$ cat config.mk
export PLATFORM = sky130hd
export DESIGN_NAME = upc_start_seq
export DESIGN_NICKNAME = d
export VERILOG_FILES = /design/src/rtl/upc_seq_pkg.sv /design/src/rtl/upc_sync_edge.sv /design/src/rtl/upc_cmd_decode.sv /design/src/rtl/upc_zero_fill.sv /design/src/rtl/upc_run_ctrl.sv /design/src/rtl/upc_start_seq.sv
export SDC_FILE = /design/constraint.sdc
export NUM_CORES = 1
export LEC_CHECK = 0
export BUFFER_PORTS_ARGS = -buffer_cell sky130_fd_sc_hd__buf_2
export CORE_UTILIZATION = 33
export CTS_CLUSTER_SIZE = 24
export DETAILED_ROUTE_END_ITERATION = 16
export PLACE_DENSITY_LB_ADDON = 0.12
export SETUP_SLACK_MARGIN = 0.05
export SLEW_MARGIN = 30
export SYNTH_ARGS = -nofsm -noshare
export SYNTH_HDL_FRONTEND = slang
export SYNTH_SLANG_ARGS = --single-unit
$ cat constraint.sdc
create_clock -name clk -period 2.1 [get_ports clk]
set_clock_uncertainty 0.2 [all_clocks]
set_input_delay 0.42 -clock clk [delete_from_list [all_inputs] [get_ports clk]]
set_output_delay 0.42 -clock clk [all_outputs]
set_load 0.03 [all_outputs]
$ cat src/rtl/upc_seq_pkg.sv
// Shared types for the upconverter reset/start sequencer.
// Assumes nothing beyond IEEE 1800-2017 packages.
package upc_seq_pkg;

    // Datapath run state: frozen after reset, active after a start event.
    typedef enum logic [0:0] {
        RUN_HALT   = 1'b0,
        RUN_ACTIVE = 1'b1
    } run_state_e;

    // One-cycle strobes decoded from a control-bus write.
    typedef struct packed {
        logic rst_cmd;
        logic cfg_wr;
        logic start_wr;
    } wr_dec_t;

endpackage

$ cat src/rtl/upc_sync_edge.sv
// Brings the asynchronous start sync into the clock domain and turns the
// selected edge into a one-cycle pulse.
// Assumes: sync_in changes at most once per clock period. The synchronizer
// flops are deliberately not reset, so a level held through reset is never
// seen as an edge once reset is released.
module upc_sync_edge #(
    parameter int STAGES = 2
) (
    input  logic clk,
    input  logic rst_n,
    input  logic async_in,
    input  logic fall_sel,
    output logic edge_pulse
);

    logic chain [0:STAGES];
    logic rise_det;
    logic fall_det;

    // First synchronizer stage samples the pin.
    always_ff @(posedge clk) begin
        chain[0] <= async_in;
    end

    // Remaining synchronizer stages plus one history flop.
    for (genvar g = 1; g <= STAGES; g++) begin : g_stage
        always_ff @(posedge clk) begin
            chain[g] <= chain[g-1];
        end
    end

    // Edge detection on the synchronized level.
    always_comb begin
        rise_det   = chain[STAGES-1] & ~chain[STAGES];
        fall_det   = ~chain[STAGES-1] & chain[STAGES];
        edge_pulse = fall_sel ? fall_det : rise_det;
    end

    // a detected rising edge cannot repeat on the next cycle.
    a_r6_rise_single: assert property (@(posedge clk) disable iff (!rst_n)
        rise_det |=> !rise_det);

    // a detected falling edge cannot repeat on the next cycle.
    a_r6_fall_single: assert property (@(posedge clk) disable iff (!rst_n)
        fall_det |=> !fall_det);

endmodule

$ cat src/rtl/upc_cmd_decode.sv
// Decodes control-bus writes into reset, configuration and start strobes,
// and holds the sync polarity configuration bit.
// Assumes: at most one write per cycle; write data matters only for the
// configuration word.
module upc_cmd_decode
    import upc_seq_pkg::*;
#(
    parameter int          AW         = 5,
    parameter int          DW         = 8,
    parameter logic [AW-1:0] RST_ADDR   = 5'd30,
    parameter logic [AW-1:0] CFG_ADDR   = 5'd29,
    parameter logic [AW-1:0] START_ADDR = 5'd4,
    parameter int          EDGE_BIT   = 0
) (
    input  logic          clk,
    input  logic          rst_n,
    input  logic          wr_en,
    input  logic [AW-1:0] wr_addr,
    input  logic [DW-1:0] wr_data,
    output wr_dec_t       dec,
    output logic          fall_sel
);

    logic unused_wr_data;

    // Address match for each of the three words this block owns.
    always_comb begin
        dec.rst_cmd  = wr_en && (wr_addr == RST_ADDR);
        dec.cfg_wr   = wr_en && (wr_addr == CFG_ADDR);
        dec.start_wr = wr_en && (wr_addr == START_ADDR);
    end

    // Only the polarity bit of the configuration byte is stored.
    assign unused_wr_data = ^wr_data;

    // Polarity register: pin reset selects rising, command reset keeps it.
    always_ff @(posedge clk) begin
        if (!rst_n) begin
            fall_sel <= 1'b0;
        end else if (dec.cfg_wr) begin
            fall_sel <= wr_data[EDGE_BIT];
        end
    end

    // the pin reset returns the edge select to rising.
    a_r1_cfg_default: assert property (@(posedge clk) disable iff (!rst_n)
        $past(!rst_n) |-> !fall_sel);

    // a reset command leaves the edge select untouched.
    a_r2_cfg_kept: assert property (@(posedge clk) disable iff (!rst_n)
        dec.rst_cmd |=> $stable(fall_sel));

endmodule

$ cat src/rtl/upc_zero_fill.sv
// Zero-fill walker for the I and Q sample RAMs. On each reset it takes the
// RAM port, writes zeros to every address in ascending order, then returns
// the port to the datapath.
// Assumes: DEPTH is a power of two. Reset held longer than one cycle keeps
// the walk parked at address zero.
module upc_zero_fill #(
    parameter int DEPTH = 16,
    parameter int DW    = 16,
    parameter int LANES = 2,
    localparam int FAW  = $clog2(DEPTH)
) (
    input  logic                  clk,
    input  logic                  rst_n,
    input  logic                  restart,
    input  logic [LANES-1:0]      dp_we,
    input  logic [FAW-1:0]        dp_addr,
    input  logic [LANES*DW-1:0]   dp_wdata,
    output logic                  busy,
    output logic [LANES-1:0]      ram_we,
    output logic [FAW-1:0]        ram_addr,
    output logic [LANES*DW-1:0]   ram_wdata
);

    localparam logic [FAW-1:0] LAST = FAW'(DEPTH - 1);

    logic [FAW-1:0] fill_addr;

    // Walk counter: park at zero in reset, step once per cycle, stop at LAST.
    always_ff @(posedge clk) begin
        if (!rst_n || restart) begin
            busy      <= 1'b1;
            fill_addr <= '0;
        end else if (busy) begin
            if (fill_addr == LAST) begin
                busy <= 1'b0;
            end else begin
                fill_addr <= fill_addr + 1'b1;
            end
        end
    end

    // Shared address: walker while busy, datapath otherwise.
    assign ram_addr = busy ? fill_addr : dp_addr;

    // Per-lane port steering with forced-zero data during the walk.
    for (genvar l = 0; l < LANES; l++) begin : g_lane
        always_comb begin
            ram_we[l]              = busy | dp_we[l];
            ram_wdata[l*DW +: DW]  = busy ? '0 : dp_wdata[l*DW +: DW];
        end
    end

    // the walk advances one address per cycle.
    a_r3_walk_step: assert property (@(posedge clk) disable iff (!rst_n)
        (busy && !restart && fill_addr != LAST)
            |=> (busy && fill_addr == FAW'($past(fill_addr) + 1'b1)));

    // the walk ends right after the last address.
    a_r3_walk_end: assert property (@(posedge clk) disable iff (!rst_n)
        (busy && !restart && fill_addr == LAST) |=> !busy);

    // a reset command restarts the walk at address zero.
    a_r3_walk_restart: assert property (@(posedge clk) disable iff (!rst_n)
        restart |=> (busy && fill_addr == '0));

    // an idle walker stays idle without a reset.
    a_r3_idle_stays: assert property (@(posedge clk) disable iff (!rst_n)
        (!busy && !restart) |=> !busy);

endmodule

$ cat src/rtl/upc_run_ctrl.sv
// Run-state controller: freezes the datapath on any reset, accepts the first
// start event afterwards, and produces the run enable, NCO hold, FIFO clear,
// FIFO-ready flag and the chaining sync pulse.
// Assumes: start_wr and rst_cmd never coincide (they share one bus).
module upc_run_ctrl
    import upc_seq_pkg::*;
(
    input  logic clk,
    input  logic rst_n,
    input  logic rst_cmd,
    input  logic start_wr,
    input  logic pin_pulse,
    input  logic fill_busy,
    output logic run_en,
    output logic nco_hold,
    output logic fifo_clr,
    output logic fifo_rdy_n,
    output logic sync_out
);

    run_state_e state;
    logic       accept;

    // A start is taken only while halted; reset has priority in the flops.
    assign accept = (state == RUN_HALT) && (start_wr || pin_pulse);

    // Run state, sync pulse and FIFO clear, with both reset sources.
    always_ff @(posedge clk) begin
        if (!rst_n || rst_cmd) begin
            state    <= RUN_HALT;
            sync_out <= 1'b0;
            fifo_clr <= 1'b1;
        end else begin
            fifo_clr <= 1'b0;
            sync_out <= accept;
            if (accept) begin
                state <= RUN_ACTIVE;
            end
        end
    end

    // Decoded outputs of the run state and the fill walk.
    always_comb begin
        run_en     = (state == RUN_ACTIVE);
        nco_hold   = (state == RUN_HALT);
        fifo_rdy_n = !(run_en && !fill_busy);
    end

    // the cycle after a pin reset is halted with the FIFO clear raised.
    a_r1_pin_halts: assert property (@(posedge clk) disable iff (!rst_n)
        $past(!rst_n) |-> (!run_en && fifo_clr && !sync_out));

    // a reset command halts the datapath on the next cycle.
    a_r2_cmd_halts: assert property (@(posedge clk) disable iff (!rst_n)
        rst_cmd |=> (!run_en && fifo_clr && !sync_out));

    // the chaining pulse lasts one cycle.
    a_r9_sync_single: assert property (@(posedge clk) disable iff (!rst_n)
        sync_out |=> !sync_out);

    // the datapath starts together with the chaining pulse.
    a_r9_start_pulse: assert property (@(posedge clk) disable iff (!rst_n)
        $rose(run_en) |-> sync_out);

    // once running, only a reset can halt the datapath.
    a_r5_run_sticky: assert property (@(posedge clk) disable iff (!rst_n)
        (run_en && !rst_cmd) |=> run_en);

    // the FIFO clear is never raised two cycles in a row without reset.
    a_r11_clr_pulse: assert property (@(posedge clk) disable iff (!rst_n)
        (fifo_clr && !rst_cmd) |=> !fifo_clr);

endmodule

$ cat src/rtl/upc_start_seq.sv
// Top of the upconverter reset/start sequencer. Wires the bus decoder, the
// sync-pin edge detector, the run controller and the RAM zero-fill walker.
// Assumes: rst_n is synchronous to clk; sync_in may be asynchronous.
module upc_start_seq
    import upc_seq_pkg::*;
#(
    parameter int            AW          = 5,
    parameter int            DW          = 8,
    parameter logic [AW-1:0] RST_ADDR    = 5'd30,
    parameter logic [AW-1:0] CFG_ADDR    = 5'd29,
    parameter logic [AW-1:0] START_ADDR  = 5'd4,
    parameter int            EDGE_BIT    = 0,
    parameter int            SYNC_STAGES = 2,
    parameter int            FILL_DEPTH  = 16,
    parameter int            RAM_DW      = 16,
    localparam int           LANES       = 2,
    localparam int           FAW         = $clog2(FILL_DEPTH)
) (
    input  logic                    clk,
    input  logic                    rst_n,
    input  logic                    sync_in,
    input  logic                    wr_en,
    input  logic [AW-1:0]           wr_addr,
    input  logic [DW-1:0]           wr_data,
    input  logic [LANES-1:0]        dp_we,
    input  logic [FAW-1:0]          dp_addr,
    input  logic [LANES*RAM_DW-1:0] dp_wdata,
    output logic                    run_en,
    output logic                    nco_hold,
    output logic                    fifo_clr,
    output logic                    fifo_rdy_n,
    output logic                    sync_out,
    output logic                    fill_busy,
    output logic [LANES-1:0]        ram_we,
    output logic [FAW-1:0]          ram_addr,
    output logic [LANES*RAM_DW-1:0] ram_wdata
);

    wr_dec_t dec;
    logic    fall_sel;
    logic    pin_pulse;

    upc_cmd_decode #(
        .AW         (AW),
        .DW         (DW),
        .RST_ADDR   (RST_ADDR),
        .CFG_ADDR   (CFG_ADDR),
        .START_ADDR (START_ADDR),
        .EDGE_BIT   (EDGE_BIT)
    ) u_decode (
        .clk      (clk),
        .rst_n    (rst_n),
        .wr_en    (wr_en),
        .wr_addr  (wr_addr),
        .wr_data  (wr_data),
        .dec      (dec),
        .fall_sel (fall_sel)
    );

    upc_sync_edge #(
        .STAGES (SYNC_STAGES)
    ) u_sync (
        .clk        (clk),
        .rst_n      (rst_n),
        .async_in   (sync_in),
        .fall_sel   (fall_sel),
        .edge_pulse (pin_pulse)
    );

    upc_run_ctrl u_ctrl (
        .clk        (clk),
        .rst_n      (rst_n),
        .rst_cmd    (dec.rst_cmd),
        .start_wr   (dec.start_wr),
        .pin_pulse  (pin_pulse),
        .fill_busy  (fill_busy),
        .run_en     (run_en),
        .nco_hold   (nco_hold),
        .fifo_clr   (fifo_clr),
        .fifo_rdy_n (fifo_rdy_n),
        .sync_out   (sync_out)
    );

    upc_zero_fill #(
        .DEPTH (FILL_DEPTH),
        .DW    (RAM_DW),
        .LANES (LANES)
    ) u_fill (
        .clk       (clk),
        .rst_n     (rst_n),
        .restart   (dec.rst_cmd),
        .dp_we     (dp_we),
        .dp_addr   (dp_addr),
        .dp_wdata  (dp_wdata),
        .busy      (fill_busy),
        .ram_we    (ram_we),
        .ram_addr  (ram_addr),
        .ram_wdata (ram_wdata)
    );

    // nothing starts in the cycle after a pin reset.
    a_r10_no_start_in_reset: assert property (@(posedge clk) disable iff (!rst_n)
        $past(!rst_n) |-> (!sync_out && !run_en));

    // the FIFO-ready flag is never asserted during the fill walk.
    a_r11_rdy_vs_fill: assert property (@(posedge clk) disable iff (!rst_n)
        fill_busy |-> fifo_rdy_n);

endmodule

==> key figures <==
Finish
  • Area of the multi-input gates: 476.7 µm²
  • FF+latch area: 241.5 µm²
  • P&R area growth vs syn: 74.09%
  • Commonest non-fill, non-tap cell in the layout: buf_2
  • Proportion of layout cells with a drive suffix above 1: 59.89%
  • Final #Nets: 239
  • Filler cells: 210
  • Commonest non-fill, non-tap cells in the layout: 91 x buf_2, 33 x nor2b_1, 11 x dfxtp_1
  • Inserted Diodes: 0

Die
  • Die Span Y: 49.78 µm
  • Standard-cell rows: 16
  • IO Pins: 99
  • Core area: 0.002062 mm²
  • Starting Density: 36.53%
  • Full die area: 0.002478 mm²
  • Die width: 49.78 µm

Clock tree
  • Clock Pin Slew Worst Setup and Hold Paths: 0.07 ns
  • CTS tree: yes
  • H-tree Lvls: 1
  • CTS root buf: clkbuf_4
  • Clk sinks: 12
  • Number of post-CTS setup repair buffers: 0
  • Skew-Pair Late Insertion Delay: 0.27 ns
  • Maximum buffer depth of the clock tree: 2
  • Cts bufs inserted: 3

Timing
  • Setup Total Neg Slack: 0 ns
  • Final WS setup: 0.1343 ns
  • # setup viols final: 0
  • Worst-Margin Slew: 0.3783 ns
  • Hold WS: 0.04740 ns
  • F_max: 508.7 MHz
  • Final Hold Fails: 0
  • Min cycle time layout: 1.966 ns
  • Final Max Tran Viols: 0
  • Slew headroom: 74.78%
  • Tcrit/Tclk final: 93.61%
  • RSZ-0062 raised after global routing: false

Routing
  • DR vias: 920
  • Vias/cell: 4.402
  • Antenna-violating nets left: 0
  • # DRC: 0
  • Per-cell routed wire length: 9.981 µm
  • DR pass1 iterations: 2
  • Initial DRC Count: 11
  • Final WL: 2086 µm

Place
  • Final HPWL DP: 1633 µm
  • GP Congestion: 0.7517
  • Buffers on Ports: 91
  • Setup WS pre-CTS: 0.3948 ns

Pwr
  • P_sw: 0.0001352 W
  • Switch share: 25.04%
  • Power per Cell Area: 411.6 mW/mm²
  • Flop pwr share: 46.0%
  • VDD IR-drop max: 0.0002634 V
  • Clk pwr share: 33.7%
  • Comb power frac: 20.3%
  • Leak Pwr: 0.7263 nW
  • Internal power: 0.0004046 W

Worst setup path
  • Crit. Startpoint: u_fill.busy$_SDFF_PP1_
  • Critical Path RT: 1.48 ns
  • Worst R2R Setup Slack: 0.59 ns
  • Endpoint type of the worst setup path: output port
  • R2r worst-path depth: 4
  • CP Data Arrival Time: 1.35 ns
  • Critical path peak fanout: 19
  • Worst R2R Start: u_fill.fill_addr[0]$_SDFFE_PP0P_
  • Worst setup path end: ram_addr[2]
  • Reg-to-Reg End: u_fill.fill_addr[0]$_SDFFE_PP0P_
  • Critical path type: reg2out
  • CP Launch Type: flip-flop

GRT
  • Total GRT Usage: 17.63%
  • First-pass GRT wire length: 3346 µm
  • Initial antenna violation count: 0
  • Largest net degree at the start of global routing: 39
  • Vias in the first global route: 850
  • Grt total ovfl: 0

Synthesis
  • Post-Synthesis Cells: 89
  • Synth top area share: 31.89%
  • Synth unique cells: 28
  • YS warnings: 0
  • Synth top area cells: dfxtp_1 32%, nor2b_1 27%, mux2_2 6.0%
  • Post-synthesis sequential area ratio: 31.89%
  • Netlist Area Pre-Place: 753.2 µm²
  • #FFs+latches synth: 12
  • Syn_nets: 145
  • Avg Cell Area, Syn: 8.463 µm²
  • Post-synth top area cell: dfxtp_1

Worst hold path
  • Hold Crit Start: sync_in
  • Worst hold path class: in2reg
  • Hold Path Cell Cnt: 1

Flow run
  • Max_cap viols: 0

Outcome
  • Status: completed
## final cells by class
cell class                      instances  area share (%)
Inverter                                4           1.145
Multi-Input combinational cell         68           36.35
Timing Repair Buffer                   94           38.74
Clock buffer                            4           2.767
Tap cell                               27           2.576
Sequential cell                        12           18.42
## what timing repair did
item,in CTS,in global routing
resized for setup,0,1
hold buffers,0,0
endpoints found under the setup margin,0,4
## sequential cells by signal (all words and copies together), names as in the netlist
signal,count
u_sync.chain,3
u_fill.busy,1
u_decode.fall_sel,1
u_fill.fill_addr,4
u_ctrl.fifo_clr,1
u_ctrl.run_en,1
u_ctrl.sync_out,1
## cell usage after synthesis
cell type   n
nor4b_1     1
nor3b_1     1
clkbuf_1    3
nand4_1     2
a211oi_2    1
o21a_1      1
o21ai_0     2
a21o_1      1
dfxtp_1    12
o31a_1      1
a31oi_1     1
nor2b_1    33
nand3_1     3
a211oi_1    1
or2_2       2
inv_1       4
and4b_1     1
and3_1      1
a21oi_1     4
or4_4       1
o21ai_2     1
nand2_1     1
mux2_2      4
nor3_1      2
ha_1        1
or3_1       1
nand3b_4    1
buf_2       2
## per-stage QoR
stage               instance area (µm²)  cells   power, W  util [%]
floorplan                         753.2     89  0.0003062         -
global placement                   1249    204  0.0003599     60.56
detailed placement                 1249    204  0.0003629     60.56
CTS                                1285    208  0.0005449     62.32
global route                       1311    209  0.0005705     63.59
finish                             1311    209  0.0005398     63.59
## power groups by stage
| stage | sequential (W) | combinational, W | clock, W |
|---|---|---|---|
| final | 0.000248 | 0.000109 | 0.000182 |
| after global routing | 0.000250 | 0.000119 | 0.000201 |
| after CTS | 0.000248 | 0.000110 | 0.000186 |
| after detailed placement | 0.000254 | 0.000109 | 0 |
| after global placement | 0.000253 | 0.000107 | 0 |
| after floorplan | 0.000259 | 0.0000476 | 0 |
## worst min-delay path by stage
stage                                      end  slack [ns]
floorplan           u_sync.chain[0][1]$_DFF_P_        0.11
global placement    u_sync.chain[0][1]$_DFF_P_        0.11
detailed placement  u_sync.chain[0][1]$_DFF_P_        0.13
CTS                 u_sync.chain[0][0]$_DFF_P_        0.04
global route        u_sync.chain[0][0]$_DFF_P_        0.03
finish              u_sync.chain[0][0]$_DFF_P_        0.05
## kinds of logic after synthesis
group | count (synthesis) | share of synthesized area, %
buffers and inverters | 9 | 4.817
DFF | 12 | 31.89
AOI/OAI and AO/OA | 13 | 11.80
adders and majority gates | 1 | 1.661
and+or+nand+nor | 50 | 43.85
muxes | 4 | 5.980
## routing by layer
metal	vias up	part of all wire, %	track usage (%)
li1	487	-	-
met1	370	39	18.73
met2	57	50	30.41
met3	6	7.8	4.321
met4	0	2.9	11.90
met5	-	0	0
## critical path, stage by stage (launching register included)
cell	delay, ns
dfxtp_2	0.38
buf_12	0.16
mux2_2	0.34
buf_2	0.19
(Power assumes the default switching activity.)
